### src/rtl/strmove_pkg.sv
package strmove_pkg;
  typedef enum logic [1:0] {
    ST_IDLE = 2'd0,
    ST_RD   = 2'd1,
    ST_WR   = 2'd2
  } strm_state_e;
endpackage

### src/rtl/strmove_ctrl.sv
module strmove_ctrl
  import strmove_pkg::*;
(
  input  logic        clk_i,
  input  logic        rst_ni,
  input  logic        start_i,
  input  logic        start_zero_i,
  input  logic        last_i,
  output strm_state_e state_o,
  output logic        load_o,
  output logic        step_o,
  output logic        done_o
);
  strm_state_e state_q, state_d;
  logic        done_q, done_d;
  logic        idle;

  assign idle   = (state_q == ST_IDLE);
  assign load_o = idle && start_i && !start_zero_i;
  assign step_o = (state_q == ST_WR);

  always_comb begin
    state_d = state_q;
    done_d  = 1'b0;
    unique case (state_q)
      ST_IDLE: begin
        if (start_i) begin
          if (start_zero_i) done_d = 1'b1;
          else state_d = ST_RD;
        end
      end
      ST_RD: state_d = ST_WR;
      ST_WR: begin
        if (last_i) begin
          state_d = ST_IDLE;
          done_d  = 1'b1;
        end else begin
          state_d = ST_RD;
        end
      end
      default: state_d = ST_IDLE;
    endcase
  end

  always_ff @(posedge clk_i or negedge rst_ni) begin
    if (!rst_ni) begin
      state_q <= ST_IDLE;
      done_q  <= 1'b0;
    end else begin
      state_q <= state_d;
      done_q  <= done_d;
    end
  end

  assign state_o = state_q;
  assign done_o  = done_q;
endmodule

### src/rtl/strmove_regs.sv
module strmove_regs #(
  parameter int ADDR_W = 16,
  parameter int CNT_W  = 16,
  parameter int BYTES  = 4
) (
  input  logic              clk_i,
  input  logic              rst_ni,
  input  logic              load_i,
  input  logic              step_i,
  input  logic [ADDR_W-1:0] src_i,
  input  logic [ADDR_W-1:0] dst_i,
  input  logic [CNT_W-1:0]  cnt_i,
  input  logic              byte_i,
  output logic [ADDR_W-1:0] src_o,
  output logic [ADDR_W-1:0] dst_o,
  output logic [CNT_W-1:0]  cnt_o,
  output logic              byte_o,
  output logic              last_o
);
  localparam logic [ADDR_W-1:0] WORD_STEP = ADDR_W'(BYTES);
  localparam logic [CNT_W-1:0]  CNT_ONE   = CNT_W'(1);

  logic [ADDR_W-1:0] src_q, dst_q, step_amt;
  logic [CNT_W-1:0]  cnt_q;
  logic              byte_q;

  assign step_amt = byte_q ? ADDR_W'(1) : WORD_STEP;

  always_ff @(posedge clk_i or negedge rst_ni) begin
    if (!rst_ni) begin
      src_q  <= '0;
      dst_q  <= '0;
      cnt_q  <= '0;
      byte_q <= 1'b0;
    end else if (load_i) begin
      src_q  <= src_i;
      dst_q  <= dst_i;
      cnt_q  <= cnt_i;
      byte_q <= byte_i;
    end else if (step_i) begin
      src_q <= src_q + step_amt;
      dst_q <= dst_q + step_amt;
      cnt_q <= cnt_q - CNT_ONE;
    end
  end

  assign src_o  = src_q;
  assign dst_o  = dst_q;
  assign cnt_o  = cnt_q;
  assign byte_o = byte_q;
  assign last_o = (cnt_q == CNT_ONE);
endmodule

### src/rtl/strmove_lane.sv
module strmove_lane #(
  parameter int DATA_W = 32,
  localparam int BYTES = DATA_W / 8,
  localparam int OFS_W = (BYTES > 1) ? $clog2(BYTES) : 1
) (
  input  logic [DATA_W-1:0] rdata_i,
  input  logic [OFS_W-1:0]  rd_ofs_i,
  input  logic [OFS_W-1:0]  wr_ofs_i,
  input  logic              byte_i,
  output logic [DATA_W-1:0] wdata_o,
  output logic [BYTES-1:0]  be_o
);
  logic [7:0] sel_byte;

  // byte picked from the source lane of the read word
  assign sel_byte = rdata_i[8*rd_ofs_i +: 8];

  for (genvar i = 0; i < BYTES; i++) begin : g_lane
    assign be_o[i]          = byte_i ? (wr_ofs_i == OFS_W'(i)) : 1'b1;
    assign wdata_o[8*i +: 8] = byte_i ? sel_byte : rdata_i[8*i +: 8];
  end
endmodule

### src/rtl/strmove_engine.sv
module strmove_engine
  import strmove_pkg::*;
#(
  parameter int ADDR_W = 16,
  parameter int CNT_W  = 16,
  parameter int DATA_W = 32,
  localparam int BYTES = DATA_W / 8,
  localparam int OFS_W = (BYTES > 1) ? $clog2(BYTES) : 1
) (
  input  logic              clk_i,
  input  logic              rst_ni,
  input  logic              start_i,
  input  logic [ADDR_W-1:0] src_i,
  input  logic [ADDR_W-1:0] dst_i,
  input  logic [CNT_W-1:0]  cnt_i,
  input  logic              byte_mode_i,
  output logic [ADDR_W-1:0] mem_addr_o,
  output logic              mem_re_o,
  output logic              mem_we_o,
  output logic [BYTES-1:0]  mem_be_o,
  output logic [DATA_W-1:0] mem_wdata_o,
  input  logic [DATA_W-1:0] mem_rdata_i,
  output logic              busy_o,
  output logic              done_o,
  output logic [ADDR_W-1:0] src_o,
  output logic [ADDR_W-1:0] dst_o,
  output logic [CNT_W-1:0]  cnt_o
);
  strm_state_e state;
  logic        load, step, last, byte_q, start_zero;

  assign start_zero = (cnt_i == '0);

  strmove_ctrl i_ctrl (
    .clk_i       (clk_i),
    .rst_ni      (rst_ni),
    .start_i     (start_i),
    .start_zero_i(start_zero),
    .last_i      (last),
    .state_o     (state),
    .load_o      (load),
    .step_o      (step),
    .done_o      (done_o)
  );

  strmove_regs #(
    .ADDR_W(ADDR_W),
    .CNT_W (CNT_W),
    .BYTES (BYTES)
  ) i_regs (
    .clk_i (clk_i),
    .rst_ni(rst_ni),
    .load_i(load),
    .step_i(step),
    .src_i (src_i),
    .dst_i (dst_i),
    .cnt_i (cnt_i),
    .byte_i(byte_mode_i),
    .src_o (src_o),
    .dst_o (dst_o),
    .cnt_o (cnt_o),
    .byte_o(byte_q),
    .last_o(last)
  );

  strmove_lane #(
    .DATA_W(DATA_W)
  ) i_lane (
    .rdata_i (mem_rdata_i),
    .rd_ofs_i(src_o[OFS_W-1:0]),
    .wr_ofs_i(dst_o[OFS_W-1:0]),
    .byte_i  (byte_q),
    .wdata_o (mem_wdata_o),
    .be_o    (mem_be_o)
  );

  assign mem_re_o   = (state == ST_RD);
  assign mem_we_o   = (state == ST_WR);
  assign mem_addr_o = mem_re_o ? src_o : dst_o;
  assign busy_o     = (state != ST_IDLE);
endmodule

### config.mk
export PLATFORM = sky130hd
export DESIGN_NAME = strmove_engine
export DESIGN_NICKNAME = d
export VERILOG_FILES = /design/src/rtl/strmove_pkg.sv /design/src/rtl/strmove_ctrl.sv /design/src/rtl/strmove_regs.sv /design/src/rtl/strmove_lane.sv /design/src/rtl/strmove_engine.sv
export SDC_FILE = /design/constraint.sdc
export NUM_CORES = 1
export LEC_CHECK = 0
export CELL_PAD_IN_SITES_DETAIL_PLACEMENT = 0
export CELL_PAD_IN_SITES_GLOBAL_PLACEMENT = 1
export CORE_MARGIN = 8
export CORE_UTILIZATION = 35
export DETAILED_ROUTE_END_ITERATION = 6
export DONT_BUFFER_PORTS = 1
export PLACE_DENSITY = 0.68
export SLEW_MARGIN = 20
export SYNTH_ARGS = -nofsm -noshare
export SYNTH_HDL_FRONTEND = slang
export SYNTH_HIERARCHICAL = 1
export SYNTH_SLANG_ARGS = --single-unit
### constraint.sdc
create_clock -name clk_i -period 2 [get_ports clk_i]
set_input_delay 0.2 -clock clk_i [delete_from_list [all_inputs] [get_ports clk_i]]
set_output_delay 0.2 -clock clk_i [all_outputs]
set_load 0.005 [all_outputs]
; Word-level counts from Yosys, hierarchy flattened
; Cells that the tools add are included.
[word_totals]
wordCells = 51
regBits = 52
out_inout_bits = 104
[classes]
n_reduce_logical = 9
shifts = 1
eq_ne = 8
mux = 24
add_sub_neg = 3
[ops]
columns = op, count
row1 = 16-bit two-way mux, 7
row2 = 16-bit adder, 2
row3 = 8-bit two-way mux, 4
row4 = 32-bit by 6-bit variable part select with 8-bit output, 1
row5 = "16-bit by 1-bit == test with 1-bit output, second input constant", 1
row6 = 16-bit logical NOT, 1
row7 = "16-bit by 1-bit subtractor with 16-bit output, second input constant", 1
row8 = 1-bit two-way mux, 8
row9 = "2-bit == test, second input constant", 3
row10 = 2-bit one-hot mux with 3 select lines, 1
row11 = "2-bit by 1-bit == test with 1-bit output, second input constant", 2
row12 = 2-bit logical NOT, 2
row13 = 2-bit two-way mux, 2
row14 = "2-bit != test, second input constant", 2
row15 = 2-bit nonzero test, 2
row16 = 3-bit two-way mux, 1
row17 = 1-bit logical AND, 2
row18 = 1-bit one-hot mux with 2 select lines, 1
row19 = 2-bit AND reduction, 1
row20 = 1-bit logical NOT, 1

; Longest topological paths before layout
[depth]
ltp_word = 4
ltp_mapped = 7
mapped_depth_nobuf = 6

; Modules after synthesis
; The synthesis kept the hierarchy.
[modules_own_cells]
columns = module, area_per_inst_um2, cells_per_inst, seq_area_each_um2, instances
row1 = strmove_regs, 2775.2, 309, 1226.2, 1
row2 = strmove_lane, 789.5, 100, 0.0, 1
row3 = strmove_engine, 307.8, 26, 0.0, 1
row4 = strmove_ctrl, 130.1, 10, 75.1, 1

; Least setup slack after synthesis
; OpenSTA, ideal clock, no wires.
[synth_path]
path_type = register to register
from = reg i_ctrl.state_q[1] (netlist: i_ctrl/state_o[1])
to = reg i_regs.dst_q[11] (netlist: i_regs/dst_o[11])
period_less_slack_ns = 1.803
stages_incl_launch_ff = 7
arrival_ns = 1.674
slack_ns = 0.197
setup_time_ns = 0.129
t_required_ns = 1.871
path_cell_list = dfrtp_1 nor2b_2 buf_4 nand4_1 nor4b_1 xnor2_1 o21ai_1
[synth_lines]
columns = element, line_no
row1 = start: declaration, strmove_ctrl.sv:14  ; strm_state_e state_q, state_d;
row2 = start signal: assignment, strmove_ctrl.sv:50  ; state_q <= state_d;
row3 = 2-bit == test, strmove_ctrl.sv:20  ; assign step_o = (state_q == ST_WR);
row4 = via step, strmove_engine.sv:30  ; logic load, step, last, byte_q, start_zero;
row5 = 2-bit nonzero test (no line), n/a
row6 = end signal: assignment, strmove_regs.sv:37  ; dst_q <= dst_i;
row7 = end signal: assignment, strmove_regs.sv:42  ; dst_q <= dst_q + step_amt;
row8 = end: declaration, strmove_regs.sv:23  ; logic [ADDR_W-1:0] src_q, dst_q, step_amt;
; The timed path passes the listed nets, and every way through them passes these cells.
; A chain may end at the register's enable or synchronous reset.

; Worst setup path in the final report
[layout_path]
from = reg i_ctrl.state_q[1] (netlist: i_ctrl/state_o[1])
to = out mem_addr_o[0]
[layout_between]
elab_chain_len = 2
[layout_rtl]
columns = element, line_no
row1 = 2-bit by 1-bit == test with 1-bit output, strmove_engine.sv:77  ; assign mem_re_o = (state == ST_RD);
row2 = 16-bit two-way mux, strmove_engine.sv:79  ; assign mem_addr_o = mem_re_o ? src_o : dst_o;
row3 = end: declaration, strmove_engine.sv:17  ; output logic [ADDR_W-1:0] mem_addr_o,
; No other way between the ends.

==> run_results.csv <==
group,metric,value,unit
pwr,clkPwrFrac,0.139,
setup_path,crit_type,"reg2out",
global_route,grt_pass1_vias,3425,
setup_path,start_kind,"register",
finish,layout-drive-gt1-share,0.182,
detailed_routing,drc,0,
clock_tree,htree_levels,2,
synthesis,yosys_register_bits,52,
detailed_routing,detail-route-antenna-nets,0,
synthesis,synthTopCellsByArea,"dfrtp_1 33%, o221ai_1 7.0%, o21ai_0 6.3%",
detailed_routing,drtIter0Drc,231,
sta,slew_headroom,0.714,
synthesis,yosys.area.top_type,"dfrtp_1",
sta,slew_viol_final,0,
sta,worst_pin_slew,0.422,ns
sta,hold_slack,0.0255,ns
hold_path,holdCritPathClass,"in2reg",
setup_path,crit_buf_inv,2,
setup_path,cp_max_fo,17,
setup_path,crit_arrival,1.67,ns
detailed_routing,wl,12600,um
die,die_area,15100,sq um
synthesis,synthesis.nets,537,
pwr,vdd_ir_drop_max,999,uV
die,fp.dieH,123,um
sta,fin_crit,1.87,ns
setup_path,ff2ff_path_depth,6,
setup_path,crit_cells,4,
pwr,p_int,4.25,mW
setup_path,cpMaxStageDelayCell,"dfrtp_1",
global_route,grt_pass1_wl,19200,um
detailed_routing,wire_per_inst,20.7,um
synthesis,async_flop_share,1.00,
finish,mostFrequentLayoutCells,"60 x nand2_1, 52 x dfrtp_1, 50 x o21ai_0",
global_route,grt_max_degree,53,
global_route,grt_overflow_total,0,
run_status,status,"finished clean",
detailed_routing,via_per_inst,5.77,
pwr,power,7.65,mW
sta,setup_viol,0,
sta,rsz0062_at_grt,"true",
die,start_util,0.355,
place,port_buffers,0,
finish,final_area,4650,sq um
clock_tree,clock_path_buffers,2,
sta,setup_ws,0.133,ns
job,drv_cap,0,
sta,final-hold-violation-count,0,
finish,antenna_cells,0,
pwr,seqPwrFrac,0.304,
die,rows,39,
setup_path,crit_chain,"buf_4 > nor2b_4 > buf_4 > mux2_2",
clock_tree,cts_root_buf,"clkbuf_16",
finish,syn2layout_area_growth,16.3,%
sta,setup_tns,0,ns
setup_path,timing.critical_path.mode_cell,"buf_4",
clock_tree,path_clk_slew,0.07,ns
setup_path,slowest_delay,0.42,ns
setup_path,required,1.80,ns
die,core,11300,sq um
pwr,swShare,0.445,
sta,fin_crit_sh,0.934,
place,gp_congestion,0.827,
sta,fmax,536,MHz
finish,fillers,1125,
synthesis,yosysSeqAreaShare,0.325,
detailed_routing,dr.pass1.iters,4,
place,hpwl,9840,um
die,die_w,123,um
hold_path,whs_path_depth,1,
detailed_routing,route.vias.total,3528,
clock_tree,clk_latency,0.29,ns
finish,layout_commonest_cell,"nand2_1",
clock_tree,cts_tree,"done",
global_route,grt.total_usage,0.157,
place,placed_cell_area,4360,sq um
setup_path,crit_family,"buffers and inverters",
clock_tree,cts_buffers,5,
pwr,p_switching,3.41,mW
synthesis,synth_top_area_frac,0.325,
global_route,antenna_found_initial,0,
die,num_io_pins,188,
sta,fin_skew,0.00616,ns
clock_tree,cts.sink_count,52,
synthesis,synth_edf_count,0,
finish,layout.nets,559,
pwr,cellPowerDensity,1640,nW/um^2
place,dp.cells,597,
synthesis,ys_warn_count,6,
synthesis,syn_area,4000,sq um
finish,final_cells,611,
pwr,power_frac_comb,0.557,
finish,final_util,0.413,
pwr,p_leak,1.74,nW
synthesis,synth_cells,445,
place,dp_slack,0.0753,ns
synthesis,avgSynthCellArea,8.99,sq um
synthesis,yosysUniqueCellTypes,49,
synthesis,ys.flop_type,"dfrtp_1",
setup_path,endpoint_kind,"primary output",
-- cells by family (layout without fill, tap and decap cells) --
| logic type | count (synthesis) | after routing | share of synthesized area |
|---|---|---|---|
| AOI/OAI and AO/OA | 98 | 98 | 0.160 |
| xor gates and xnor gates | 36 | 36 | 0.0788 |
| adders and majority gates | 8 | 8 | 0.0250 |
| buffers and inverters | 35 | 58 | 0.0472 |
| DFF | 52 | 52 | 0.325 |
| muxes | 38 | 38 | 0.118 |
| and+or+nand+nor | 178 | 178 | 0.246 |
-- cells in the mapped netlist, types with 3 or more instances --
master and number:
nand2_1 60, dfrtp_1 52, o21ai_0 50, nand2b_1 33
o221ai_1 32, xnor2_1 27, nor4_1 15, clkbuf_1 14
mux2i_1 12, nor2_1 11, mux2i_2 10, mux2_4 9
nand3_1 9, nor3_1 9, xor2_1 9, ha_1 8
inv_1 8, nand4_1 8, mux2_2 7, buf_2 5
nor2b_1 5, nor3b_1 5, nor4b_1 4, a21oi_1 3
a31oi_1 3, and4_1 3, buf_1 3, or3_1 3
or4_1 3
-- repair_timing --
| action | in CTS | in global routing |
|---|---|---|
| resized for setup | 0 | 5 |
| setup endpoints to repair | 0 | 14 |
| endpoints found under the hold margin | 52 | 0 |
| hold buffers | 2 | 0 |
| setup buffers | 0 | 4 |
-- sequential cells by signal, indices dropped and copies added (netlist names) --
signal / count
i_ctrl/done_o: 1
i_ctrl/state_o: 2
i_regs/byte_o: 1
i_regs/cnt_o: 16
i_regs/dst_o: 16
i_regs/src_o: 16
-- power groups by stage --
stage	logic [mW]	registers (mW)	clock network, mW
after floorplan	2.98	2.22	0
after global placement	4.09	2.33	0
after detailed placement	4.17	2.34	0
after CTS	4.21	2.33	1.09
after global routing	4.71	2.42	1.14
final	4.26	2.33	1.06
-- final timing paths --
path,start,endpoint,slack (ns)
min,cnt_i[6],i_regs/cnt_o[6]$_DFFE_PN0P_,0.03
min in group asynchronous,rst_ni,i_regs/dst_o[11]$_DFFE_PN0P_,0.44
max in group asynchronous,rst_ni,i_regs/cnt_o[15]$_DFFE_PN0P_,1.34
max,i_ctrl/state_o[1]$_DFFE_PN0P_,mem_addr_o[0],0.13
min reg2reg,i_regs/cnt_o[14]$_DFFE_PN0P_,i_regs/cnt_o[14]$_DFFE_PN0P_,0.65
max reg2reg,i_ctrl/state_o[0]$_DFFE_PN0P_,i_regs/src_o[11]$_DFFE_PN0P_,0.16
-- final cells by class --
cell class,count,area [sq um],area share
inverters,8,30.0,0.00645
flip-flops and latches,52,1300,0.280
clock inverters,1,30.0,0.00645
well taps,143,179,0.0385
clock buffers,7,153,0.0328
multi-input cells,358,2560,0.550
repair buffers,42,400,0.0860
-- layer usage --
metal	track usage	share of wire
met1	0.199	0.41
met2	0.260	0.48
met5	0	0
met3	0.0566	0.10
met4	0.0168	0.0041
No activity file was read; power rests on OpenSTA's default activity.
